## src/rtl/cfg_pkg.sv

```systemverilog
package cfg_pkg;

    localparam logic [7:0] KEY_0 = 8'h87;
    localparam logic [7:0] KEY_1 = 8'h01;
    localparam logic [7:0] KEY_2 = 8'h55;
    localparam logic [7:0] KEY_3 = 8'h55;

    localparam logic [7:0] IDX_CTRL  = 8'h02;
    localparam logic [7:0] IDX_BANK  = 8'h07;
    localparam logic [7:0] IDX_ID_HI = 8'h20;
    localparam logic [7:0] IDX_ID_LO = 8'h21;
    localparam logic [7:0] IDX_REV   = 8'h22;
    localparam logic [7:0] IDX_ACT   = 8'h30;
    localparam logic [7:0] IDX_BA_HI = 8'h60;
    localparam logic [7:0] IDX_BA_LO = 8'h61;

    localparam int EXIT_BIT = 1;

    typedef struct packed {
        logic [1:0] step;
        logic       open;
    } key_st_t;

    typedef struct packed {
        logic        act;
        logic [15:0] base;
    } dev_st_t;

    typedef struct packed {
        logic [7:0] index;
        logic [7:0] bank;
    } top_st_t;

    function automatic logic [7:0] key_at(input logic [1:0] s);
        case (s)
            2'd0:    key_at = KEY_0;
            2'd1:    key_at = KEY_1;
            2'd2:    key_at = KEY_2;
            default: key_at = KEY_3;
        endcase
    endfunction

endpackage

```

## src/rtl/cfg_key_match.sv

```systemverilog
module cfg_key_match
    import cfg_pkg::*;
(
    input  logic       clk,
    input  logic       rst_n,
    input  logic       key_wr,
    input  logic [7:0] key_byte,
    input  logic       exit_req,
    output logic       open_o
);

    key_st_t st_d, st_q;

    always_comb begin
        st_d = st_q;
        if (st_q.open) begin
            if (exit_req) begin
                st_d.open = 1'b0;
                st_d.step = 2'd0;
            end
        end else if (key_wr) begin
            if (key_byte == key_at(st_q.step)) begin
                if (st_q.step == 2'd3) begin
                    st_d.open = 1'b1;
                    st_d.step = 2'd0;
                end else begin
                    st_d.step = st_q.step + 2'd1;
                end
            end else if (key_byte == KEY_0) begin
                st_d.step = 2'd1;
            end else begin
                st_d.step = 2'd0;
            end
        end
    end

    always_ff @(posedge clk or negedge rst_n) begin
        if (!rst_n) st_q <= '0;
        else        st_q <= st_d;
    end

    assign open_o = st_q.open;

endmodule

```

## src/rtl/cfg_dev_bank.sv

```systemverilog
module cfg_dev_bank
    import cfg_pkg::*;
#(
    parameter logic [7:0] BANK_NUM = 8'h07
) (
    input  logic        clk,
    input  logic        rst_n,
    input  logic [7:0]  bank_i,
    input  logic [7:0]  idx_i,
    input  logic        wr_en,
    input  logic [7:0]  wdata,
    output logic        active_o,
    output logic [15:0] base_o,
    output logic [7:0]  rd_o
);

    dev_st_t dv_d, dv_q;
    logic    sel;

    assign sel = (bank_i == BANK_NUM);

    always_comb begin
        dv_d = dv_q;
        if (wr_en && sel) begin
            case (idx_i)
                IDX_ACT:   dv_d.act        = wdata[0];
                IDX_BA_HI: dv_d.base[15:8] = wdata;
                IDX_BA_LO: dv_d.base[7:0]  = wdata;
                default:   ;
            endcase
        end
    end

    always_comb begin
        rd_o = 8'h00;
        if (sel) begin
            case (idx_i)
                IDX_ACT:   rd_o = {7'd0, dv_q.act};
                IDX_BA_HI: rd_o = dv_q.base[15:8];
                IDX_BA_LO: rd_o = dv_q.base[7:0];
                default:   rd_o = 8'h00;
            endcase
        end
    end

    always_ff @(posedge clk or negedge rst_n) begin
        if (!rst_n) dv_q <= '0;
        else        dv_q <= dv_d;
    end

    assign active_o = dv_q.act;
    assign base_o   = dv_q.base;

endmodule

```

## src/rtl/cfg_index_port.sv

```systemverilog
module cfg_index_port
    import cfg_pkg::*;
#(
    parameter logic [15:0]    CHIP_ID  = 16'h8712,
    parameter logic [3:0]     CHIP_REV = 4'h3,
    parameter int             NDEV     = 2,
    parameter logic [NDEV*8-1:0] DEV_NUMS = 16'h0907
) (
    input  logic               clk,
    input  logic               rst_n,
    input  logic               idx_wr,
    input  logic               data_wr,
    input  logic [7:0]         wdata,
    output logic [7:0]         rdata,
    output logic               cfg_open,
    output logic [NDEV-1:0]    dev_active,
    output logic [NDEV*16-1:0] dev_base
);

    localparam int BASE_W = 16;

    top_st_t    ts_d, ts_q;
    logic       open_w;
    logic       wr_go;
    logic       exit_req;
    logic [7:0] bank_rd [NDEV];
    logic [7:0] bank_or;

    assign wr_go    = data_wr && open_w;
    assign exit_req = wr_go && (ts_q.index == IDX_CTRL) && wdata[EXIT_BIT];

    cfg_key_match u_key (
        .clk      (clk),
        .rst_n    (rst_n),
        .key_wr   (idx_wr && !open_w),
        .key_byte (wdata),
        .exit_req (exit_req),
        .open_o   (open_w)
    );

    for (genvar g = 0; g < NDEV; g++) begin : g_dev
        cfg_dev_bank #(
            .BANK_NUM (DEV_NUMS[g*8 +: 8])
        ) u_bank (
            .clk      (clk),
            .rst_n    (rst_n),
            .bank_i   (ts_q.bank),
            .idx_i    (ts_q.index),
            .wr_en    (wr_go),
            .wdata    (wdata),
            .active_o (dev_active[g]),
            .base_o   (dev_base[g*BASE_W +: BASE_W]),
            .rd_o     (bank_rd[g])
        );
    end

    always_comb begin
        ts_d = ts_q;
        if (!open_w) begin
            ts_d.index = 8'h00;
        end else begin
            if (idx_wr)                             ts_d.index = wdata;
            if (wr_go && ts_q.index == IDX_BANK)    ts_d.bank  = wdata;
            if (exit_req)                           ts_d.index = 8'h00;
        end
    end

    always_comb begin
        bank_or = 8'h00;
        for (int i = 0; i < NDEV; i++) bank_or = bank_or | bank_rd[i];
    end

    always_comb begin
        if (!open_w) begin
            rdata = 8'hFF;
        end else begin
            case (ts_q.index)
                IDX_BANK:  rdata = ts_q.bank;
                IDX_ID_HI: rdata = CHIP_ID[15:8];
                IDX_ID_LO: rdata = CHIP_ID[7:0];
                IDX_REV:   rdata = {4'h0, CHIP_REV};
                default:   rdata = bank_or;
            endcase
        end
    end

    always_ff @(posedge clk or negedge rst_n) begin
        if (!rst_n) ts_q <= '0;
        else        ts_q <= ts_d;
    end

    assign cfg_open = open_w;

endmodule

```

## config.mk

```make
export PLATFORM = sky130hd
export DESIGN_NAME = cfg_index_port
export DESIGN_NICKNAME = d
export VERILOG_FILES = /design/src/rtl/cfg_pkg.sv /design/src/rtl/cfg_key_match.sv /design/src/rtl/cfg_dev_bank.sv /design/src/rtl/cfg_index_port.sv
export SDC_FILE = /design/constraint.sdc
export NUM_CORES = 1
export LEC_CHECK = 0
export ABC_AREA = 1
export BUFFER_PORTS_ARGS = -buffer_cell sky130_fd_sc_hd__buf_2
export CORE_ASPECT_RATIO = 0.8
export CORE_UTILIZATION = 50
export DETAILED_ROUTE_END_ITERATION = 7
export MAX_ROUTING_LAYER = met4
export PLACE_DENSITY = 0.76
export SLEW_MARGIN = 10
export SYNTH_ARGS = -nofsm -noshare
export SYNTH_HDL_FRONTEND = slang
export SYNTH_SLANG_ARGS = --single-unit
```

## constraint.sdc

```tcl
create_clock -name clk -period 1.25 [get_ports clk]
set_input_delay 0.0625 -clock clk [delete_from_list [all_inputs] [get_ports clk]]
set_output_delay 0.0625 -clock clk [all_outputs]
set_load 0.05 [all_outputs]
```

==> results of run 1 <==
## power by group through the flow
stage                     combinational (W)  clock [W]  sequential, W
after floorplan                   0.0000401          0        0.00175
after global placement             0.000145          0        0.00175
after detailed placement           0.000147          0        0.00175
after CTS                          0.000152    0.00105        0.00171
after global routing               0.000168    0.00111        0.00171
final                              0.000155    0.00104        0.00171
## worst paths after layout
path                                              end  slack (ns)  cells after the start
max reg2reg                g_dev[0].u_bank.base_o[11]       -0.56                     11
min reg2reg                 g_dev[1].u_bank.base_o[5]        0.52                      2
min                                          ts_q[10]        0.05                      3
max in group asynchronous                u_key.open_o        0.71                      3
max                                          rdata[6]       -0.63                     10
min in group asynchronous   g_dev[0].u_bank.base_o[5]        0.26                      3
## routing by layer
metal / track usage [%] / vias to the layer above / wire length, um
met5: - / - / 0
met4: 14.29 / 0 / 442
met3: 4.892 / 38 / 759
met2: 50.55 / 188 / 4875
met1: 42.24 / 1561 / 4100
li1: - / 1491 / -
## metrics by stage
step	setup TNS [ns]	setup slack, ns	power [W]
after floorplan	-4.983	-0.1884	0.001788
after CTS	-17.67	-0.5216	0.002912
after detailed placement	-11.32	-0.3521	0.001894
final	-23.13	-0.6291	0.002909
after global placement	-9.826	-0.3031	0.001892
after global routing	-26.98	-0.6674	0.002992
## timing repair
item | in CTS | in global routing
pin swaps | 19 | 26
hold endpoints to repair | 53 | 0
resized for setup | 83 | 43
setup endpoints to repair | 62 | 62
gates cloned | 4 | 1
hold buffers | 1 | 0
buffers inserted | 10 | 3
## final cells by class
cell class              instances  area [um2]  share of cell area (%)
well taps                      81       101.3                   2.257
clock inverters                 2       13.76                  0.3065
flip-flops and latches         53        1329                   29.59
repair buffers                109       928.4                   20.67
clock buffers                   6       82.58                   1.839
inverters                      39       178.9                   3.984
repair inverters                1       11.26                  0.2508
multi-input cells             297        1846                   41.10
## kinds of logic (layout without fill, tap and decap cells)
| family | Yosys count | after routing |
|---|---|---|
| buffers and inverters | 52 | 157 |
| adders and majority gates | 4 | 4 |
| and+or+nand+nor | 261 | 262 |
| DFF | 53 | 53 |
| AOI/OAI and AO/OA | 31 | 31 |
## state kept, by name (all words and copies together), names as in the netlist
name	flops
g_dev.u_bank.base_o	32
u_key.open_o	1
u_key.st_q	2
ts_q	16
g_dev.u_bank.active_o	2
## worst min-delay path, stage by stage
cell and delay (ns):
buf_2 0.11, a21oi_1 0.07, nor2_1 0.09
## layout by cell type, fill, tap and decap left out, types with 4 or more instances in the layout
cell,synthesis,final
o21ai_1,2,10
buf_8,0,9
nand2_1,160,103
nor2_4,7,8
buf_4,4,33
nand2_4,2,7
buf_12,0,5
nor2_2,1,11
buf_6,3,14
nand2_2,8,58
buf_2,3,45
nand4_1,13,13
o21ai_2,16,16
clkbuf_8,0,6
nor2_1,21,10
inv_1,29,25
nand3_1,41,31
inv_2,8,10
ha_1,4,4
nand3_4,2,11
dfrtp_1,53,51
==> impl_metrics.tcl, run 1 <==
set metrics [dict create \
    violations "negative setup slack" \
    syn_area_um2 3059 \
    cp-end-kind "primary output" \
    root_buffer "clkbuf_8" \
    netlist_top_cells_area "dfrtp_1, nand2_1, nand3_1, o21ai_2, inv_1" \
    rows 25 \
    syn_nets 417 \
    synth_xor_area_share_pct 0 \
    fp.coreArea_um2 5912 \
    htree_levels 2 \
    clkPwrFrac_pct 35.8 \
    syn_area_per_cell_um2 7.629 \
    ys_ff_latch 53 \
    synth_top_family_by_area "simple AND/OR/NAND/NOR gates" \
    synth_cells 401 \
    place_congestion 0.9034 \
    dieHeight_um 71.96 \
    critPathTopFamily "simple AND/OR/NAND/NOR gates" \
    yosys.area_share.simple_pct 39.67 \
    min_period_ns 1.879 \
    synth-async-reset-ratio_pct 100.0 \
    layout-drive-gt1-share_pct 49.51 \
    antenna_cells 0 \
    slew_viol_final 0 \
    whs_ns 0.04770 \
    ios 55 \
    p_leak_nw 2.342 \
    clock_path_buffers 2 \
    peakVddDrop_uv 388.6 \
    crit_fanout 8 \
    drt_pass1_iterations 5 \
    ys_warn_count 0 \
    synth_compound_area_share_pct 7.117 \
    max_freq_mhz 532.2 \
    fin_util_pct 75.96 \
    seqPwrFrac_pct 58.9 \
    hold_viol 0 \
    slowest_delay_ns 0.40 \
    initial_core_util_pct 51.75 \
    synth_commonest_cells "nand2_1, dfrtp_1, nand3_1" \
    cts_tree "yes" \
    wl_mm 10.18 \
    clkTransAtPathRegs_ns 0.09 \
    yosysTopAreaCellShare_pct 43.35 \
    cts_buffers 5 \
    switching_share_pct 24.32 \
    dp.cells 562 \
    grt_pass1_vias 3010 \
    grt_pass1_wl_mm 14.90 \
    ys.flop_type "dfrtp_1" \
    track_usage_pct 32.45 \
    startpoint "ts_q[12]" \
    slowest_stage "dfrtp_1" \
    fin_nets 522 \
    dp_hpwl_mm 6.463 \
    slew_headroom_pct 80.34 \
    clock_sink_count 53 \
    finalSetupViolations 62 \
    design_area_um2 4491 \
    drtIter0Drc 237 \
    fin_skew_ns 0.008010 \
    cap_violations 0 \
    critPathLaunchType "flip-flop" \
    die_area_um2 6437 \
    worstMarginPinSlew_ns 0.2938 \
    antenna_found_initial 0 \
    grt_max_degree 54 \
    synth-adder-area-share_pct 1.636 \
    synth-edff-count 0 \
    powerDensity_nw_per_um2 647.9 \
    ys_seq_area_share_pct 43.35 \
    die_w_um 89.45 \
    arrival_ns 1.82 \
    cp_data_required_time_ns 1.19 \
    fin_ws_ns -0.6291 \
    final_cells 588 \
    critical_path_buf_inv_count 3 \
    placed_cell_area_um2 3851 \
    via_per_inst 5.575 \
    io_buffers 54 \
    drc 0 \
    syn_to_final_growth_pct 46.79 \
    status "finished, violations left" \
    insertion_delay_ns 0.32 \
    grt_overflow_total 0 \
    synth.distinct_cells 30 \
    p_switching_w 0.0007076 \
    fin_crit_sh_pct 150.3 \
    crit_chain "inv_2 > nand2_2 > nor2_4 > nand2_4 > inv_8 > nand2_1 > nand2_1 > nand2_2 > nand3_4 > buf_8" \
    wl_per_cell_um 17.31 \
    rsz0062_at_grt "true" \
    fillers 419 \
    yosysMostFrequentCell "nand2_1" \
    combPwrFrac_pct 5.3 \
    reg2reg_from "ts_q[12]" \
    intPower_w 0.002202 \
    drtAntennaViolNets 0 \
    muxShareOfSynthArea_pct 0 \
    synth_top_area_cell "dfrtp_1" \
    hp-start "idx_wr" \
    critical_path_class "flip-flop to primary output" \
    vias 3278 \
    hold_class "primary input to flip-flop" \
]
Note: power is estimated with default switching activity, not from simulation.
==> inputs of run 2 (changes only) <==
Settings changed: CAP_MARGIN from default to 5, CORE_UTILIZATION 50 to 52, CTS_BUF_LIST from default to sky130_fd_sc_hd__clkbuf_4 sky130_fd_sc_hd__clkbuf_8, PLACE_DENSITY 0.76 to 0.78.
Clock period 1.25 ns to 1.68 ns, I/O delays scaled along.
==> impl_metrics.tcl, run 2 (same netlist as run 1, synthesis figures left out) <==
set metrics [dict create \
    layout_common_cells "nand2_1, dfrtp_1, buf_2" \
    cts_buffers 5 \
    antenna_cells 0 \
    clock_path_buffers 2 \
    layout_commonest_cell "nand2_1" \
    place_congestion 0.9240 \
    rsz0062_at_grt "true" \
    dp_slack_ns 0.04757 \
    min_period_ns 1.885 \
    grt_max_degree 33 \
    wl_mm 8.690 \
    htree_levels 2 \
    violations "negative setup slack" \
    drtIter0Drc 367 \
    dp_hpwl_mm 5.878 \
    p_leak_nw 2.084 \
    status "finished, violations left" \
    clock_sink_count 53 \
    cp-end-kind "primary output" \
    final_cells 556 \
    crit_fanout 8 \
    antenna_found_initial 0 \
    finalSetupViolations 8 \
    fin_crit_sh_pct 112.2 \
    powerDensity_nw_per_um2 536.4 \
    grt_overflow_total 0 \
    slowest_stage "dfrtp_1" \
    p_total_w 0.002080 \
    arrival_ns 1.80 \
    peakVddDrop_uv 383.1 \
    die_w_um 87.76 \
    dp.cells 528 \
    drtAntennaViolNets 0 \
    max_freq_mhz 530.6 \
    fp.coreArea_um2 5555 \
    vias 3030 \
    fillers 471 \
    cp_data_required_time_ns 1.60 \
    rows 24 \
    track_usage_pct 28.95 \
    insertion_delay_ns 0.31 \
    die_area_um2 6196 \
    crit_chain "inv_2 > nand2_2 > nor2_4 > nand2_4 > inv_8 > nand2_1 > nand2_1 > nand2_1 > nand3_2 > buf_8" \
    cpMostUsedCell "nand2_1" \
    slew_headroom_pct 64.72 \
    hold_viol 0 \
    fin_ws_ns -0.2046 \
    clkTransAtPathRegs_ns 0.09 \
    grt_pass1_vias 2641 \
    ios 55 \
    cts_tree "yes" \
    cap_violations 0 \
    layout-drive-gt1-share_pct 34.73 \
    io_buffers 54 \
    drc 0 \
    largest_reg_flops 32 \
    initial_core_util_pct 55.07 \
    root_buffer "clkbuf_8" \
    grt_pass1_wl_mm 13.26 \
    fin_nets 493 \
    slowest_delay_ns 0.41 \
    slew_viol_final 0 \
    critPathLaunchType "flip-flop" \
    drt_pass1_iterations 7 \
    fin_skew_ns 0.008761 \
    syn_to_final_growth_pct 26.79 \
    hold_class "primary input to flip-flop" \
    dieHeight_um 70.61 \
    via_per_inst 5.450 \
    wl_per_cell_um 15.63 \
    critical_path_class "flip-flop to primary output" \
    worstMarginPinSlew_ns 0.5292 \
]
## run 2: changes by cell type in the layout (fill, tap and decap cells not counted), moves of 11 or more
cell	previous run	this run
nor2_2	11	0
buf_6	14	3
buf_4	33	19
nand2_2	58	20
nand2_1	103	146
nor2_1	10	21
## run 2: repair_timing
action	4_1_cts	5_1_grt
endpoints found under the setup margin	8	25
hold buffers	1	0
endpoints found under the hold margin	21	0
pin swaps	9	12
cloned	2	3
resized for setup	41	25
buffers inserted	3	11
## run 2: layer usage
layer  global-route usage [%]  routed length, um
met4                    7.286                178
met3                    4.784                784
met2                    41.60               3902
met5                        -                  0
met1                    42.63               3825
## run 2: worst paths after layout
check,start,slack (ns),endpoint,cells after the start
setup / recovery,ts_q[12],-0.20,rdata[4],10
hold / removal,idx_wr,0.08,ts_q[10],3
setup reg to reg,ts_q[3],0.07,g_dev[0].u_bank.base_o[0],8
hold reg to reg,g_dev[0].u_bank.base_o[8],0.52,g_dev[0].u_bank.base_o[8],2
max in group asynchronous,rst_n,0.82,ts_q[8],3
min in group asynchronous,rst_n,0.29,g_dev[0].u_bank.base_o[1],2
## run 2: where the power goes
part	switching (W)	internal [W]
Combinational	0.0000796	0.0000215
Clock	0.000416	0.000288
Sequential	0.000000263	0.00127
Total	0.000496	0.00158
## run 2: final cells by class
type	instances	area, um2	share of cell area (%)
multi-input combinational	299	1630	42.03
inverter	39	166.4	4.290
clock buffer	5	68.82	1.774
sequential	53	1328	34.23
tap	78	97.59	2.516
timing repair inverter	1	8.758	0.2258
timing repair buffer	78	561.8	14.48
clock inverter	3	17.52	0.4516
## run 2: critical path: cells and delay by family, from the launching register on
family / cells / cell delay (ns)
DFF: 1 / 0.41
buffers and inverters: 3 / 0.32
and+or+nand+nor: 7 / 0.74
## run 2: metrics by stage
stage	hold slack (ns)	utilization, %	area (um2)	TNS (ns)
2_1_floorplan	-0.2116	-	3069	0
3_3_place_gp	0.08114	61.78	3432	0
3_5_place_dp	0.09017	61.78	3432	0
4_1_cts	0.07414	66.62	3701	-0.8348
5_1_grt	0.08767	69.82	3879	-1.872
6_report	0.07846	69.82	3879	-1.241
==> inputs of run 3 (changes only) <==
Settings changed: RECOVER_POWER from default to 100.
==> impl_metrics.tcl, run 3 (same netlist as run 1, synthesis figures left out) <==
set metrics [dict create \
    status "finished, violations left" \
    violations "negative setup slack" \
    cp_data_required_time_ns 1.60 \
    clock_path_buffers 2 \
    dieHeight_um 70.61 \
    die_w_um 87.76 \
    insertion_delay_ns 0.31 \
    wl_per_cell_um 15.73 \
    track_usage_pct 28.95 \
    fin_nets 493 \
    cp-end-kind "primary output" \
    layout_commonest_cell "nand2_1" \
    critical_path_class "flip-flop to primary output" \
    cap_violations 0 \
    initial_core_util_pct 55.07 \
    crit_fanout 8 \
    fp.coreArea_um2 5555 \
    placed_cell_area_um2 3432 \
    layout_common_cells "nand2_1, dfrtp_1, nand3_1" \
    fin_setup_tns_ns -1.214 \
    clock_sink_count 53 \
    p_leak_nw 2.007 \
    ios 55 \
    layout-drive-gt1-share_pct 31.17 \
    fin_ws_ns -0.2034 \
    powerDensity_nw_per_um2 539.4 \
    root_buffer "clkbuf_8" \
    antenna_found_initial 0 \
    finalSetupViolations 8 \
    wl_mm 8.746 \
    arrival_ns 1.80 \
    dp_hpwl_mm 5.878 \
    slew_headroom_pct 18.50 \
    drtIter0Drc 336 \
    grt_overflow_total 0 \
    hold_class "primary input to flip-flop" \
    vias 3038 \
    min_period_ns 1.883 \
    grt_max_degree 33 \
    slew_viol_final 0 \
    design_area_um2 3849 \
    whs_ns 0.07866 \
    die_area_um2 6196 \
    fin_util_pct 69.28 \
    fin_crit_sh_pct 112.1 \
    critPathLaunchType "flip-flop" \
    drt_pass1_iterations 5 \
    dp_slack_ns 0.04757 \
    drtAntennaViolNets 0 \
    grt_pass1_wl_mm 13.26 \
    rsz0062_at_grt "true" \
    largest_reg_flops 32 \
    peakVddDrop_uv 381.4 \
    antenna_cells 0 \
    drc 0 \
    place_congestion 0.9240 \
    max_freq_mhz 530.9 \
    htree_levels 2 \
    cts_tree "yes" \
    cts_buffers 5 \
    fin_skew_ns 0.008427 \
    rows 24 \
    via_per_inst 5.464 \
    syn_to_final_growth_pct 25.81 \
    io_buffers 54 \
    worstMarginPinSlew_ns 1.223 \
    hold_viol 0 \
    clkTransAtPathRegs_ns 0.09 \
    grt_pass1_vias 2641 \
]
[run 3: cell types whose count changed in the layout (fill, tap and decap cells not counted), sizes merged]
cell,change
buf,-17
clkbuf,+17
[run 3: cell type report]
cell class | count | area [um2]
clock buffers | 5 | 68.82
clock inverters | 3 | 17.52
fillers | 478 | 1707
inverters | 39 | 166.4
multi-input cells | 299 | 1630
flip-flops and latches | 53 | 1328
well taps | 78 | 97.59
repair buffers | 78 | 531.8
repair inverters | 1 | 8.758
[run 3: routing by layer]
layer  track usage (%)  vias up  routed length, um
met5                 -        -                  0
met4             7.286        0                172
met3             4.784       21                771
met2             41.60      164               3972
met1             42.63     1430               3830
li1                  -     1423                  -
[run 3: final timing paths]
kind | startpoint | slack, ns | to | cells after the start
worst max-delay path | ts_q[12] | -0.20 | rdata[4] | 10
worst min-delay path | idx_wr | 0.08 | ts_q[10] | 3
worst max register to register | ts_q[3] | 0.08 | g_dev[0].u_bank.base_o[0] | 8
worst min register to register | g_dev[0].u_bank.base_o[8] | 0.52 | g_dev[0].u_bank.base_o[8] | 2
max in group asynchronous | rst_n | 0.22 | ts_q[8] | 3
min in group asynchronous | rst_n | 0.55 | g_dev[0].u_bank.base_o[1] | 2
[run 3: worst max-delay path, cell delays in order (launching register included)]
cell	delay [ns]
dfrtp_1	0.41
inv_2	0.07
nand2_2	0.07
nor2_4	0.23
nand2_4	0.14
inv_8	0.10
nand2_1	0.05
nand2_1	0.08
nand2_1	0.09
nand3_2	0.11
buf_8	0.15
[run 3: report_power, final]
group	total (W)	internal, W	switching, W
combinational	0.0000983	0.0000189	0.0000794
sequential	0.00127	0.00127	0.000000263
clock	0.000703	0.000288	0.000414
[run 3: what timing repair did]
action | in CTS | in global routing
buffers inserted | 3 | 11
cloned | 2 | 3
endpoints found under the setup margin | 8 | 25
resized for setup | 41 | 25
hold buffers | 1 | 0
pin swaps | 9 | 12
endpoints found under the hold margin | 21 | 0
[run 3: stage by stage]
stage / total power [W] / instances
after floorplan: 0.001330 / 401
after global placement: 0.001397 / 528
after detailed placement: 0.001399 / 528
after CTS: 0.002095 / 542
after global routing: 0.002146 / 556
final: 0.002076 / 556
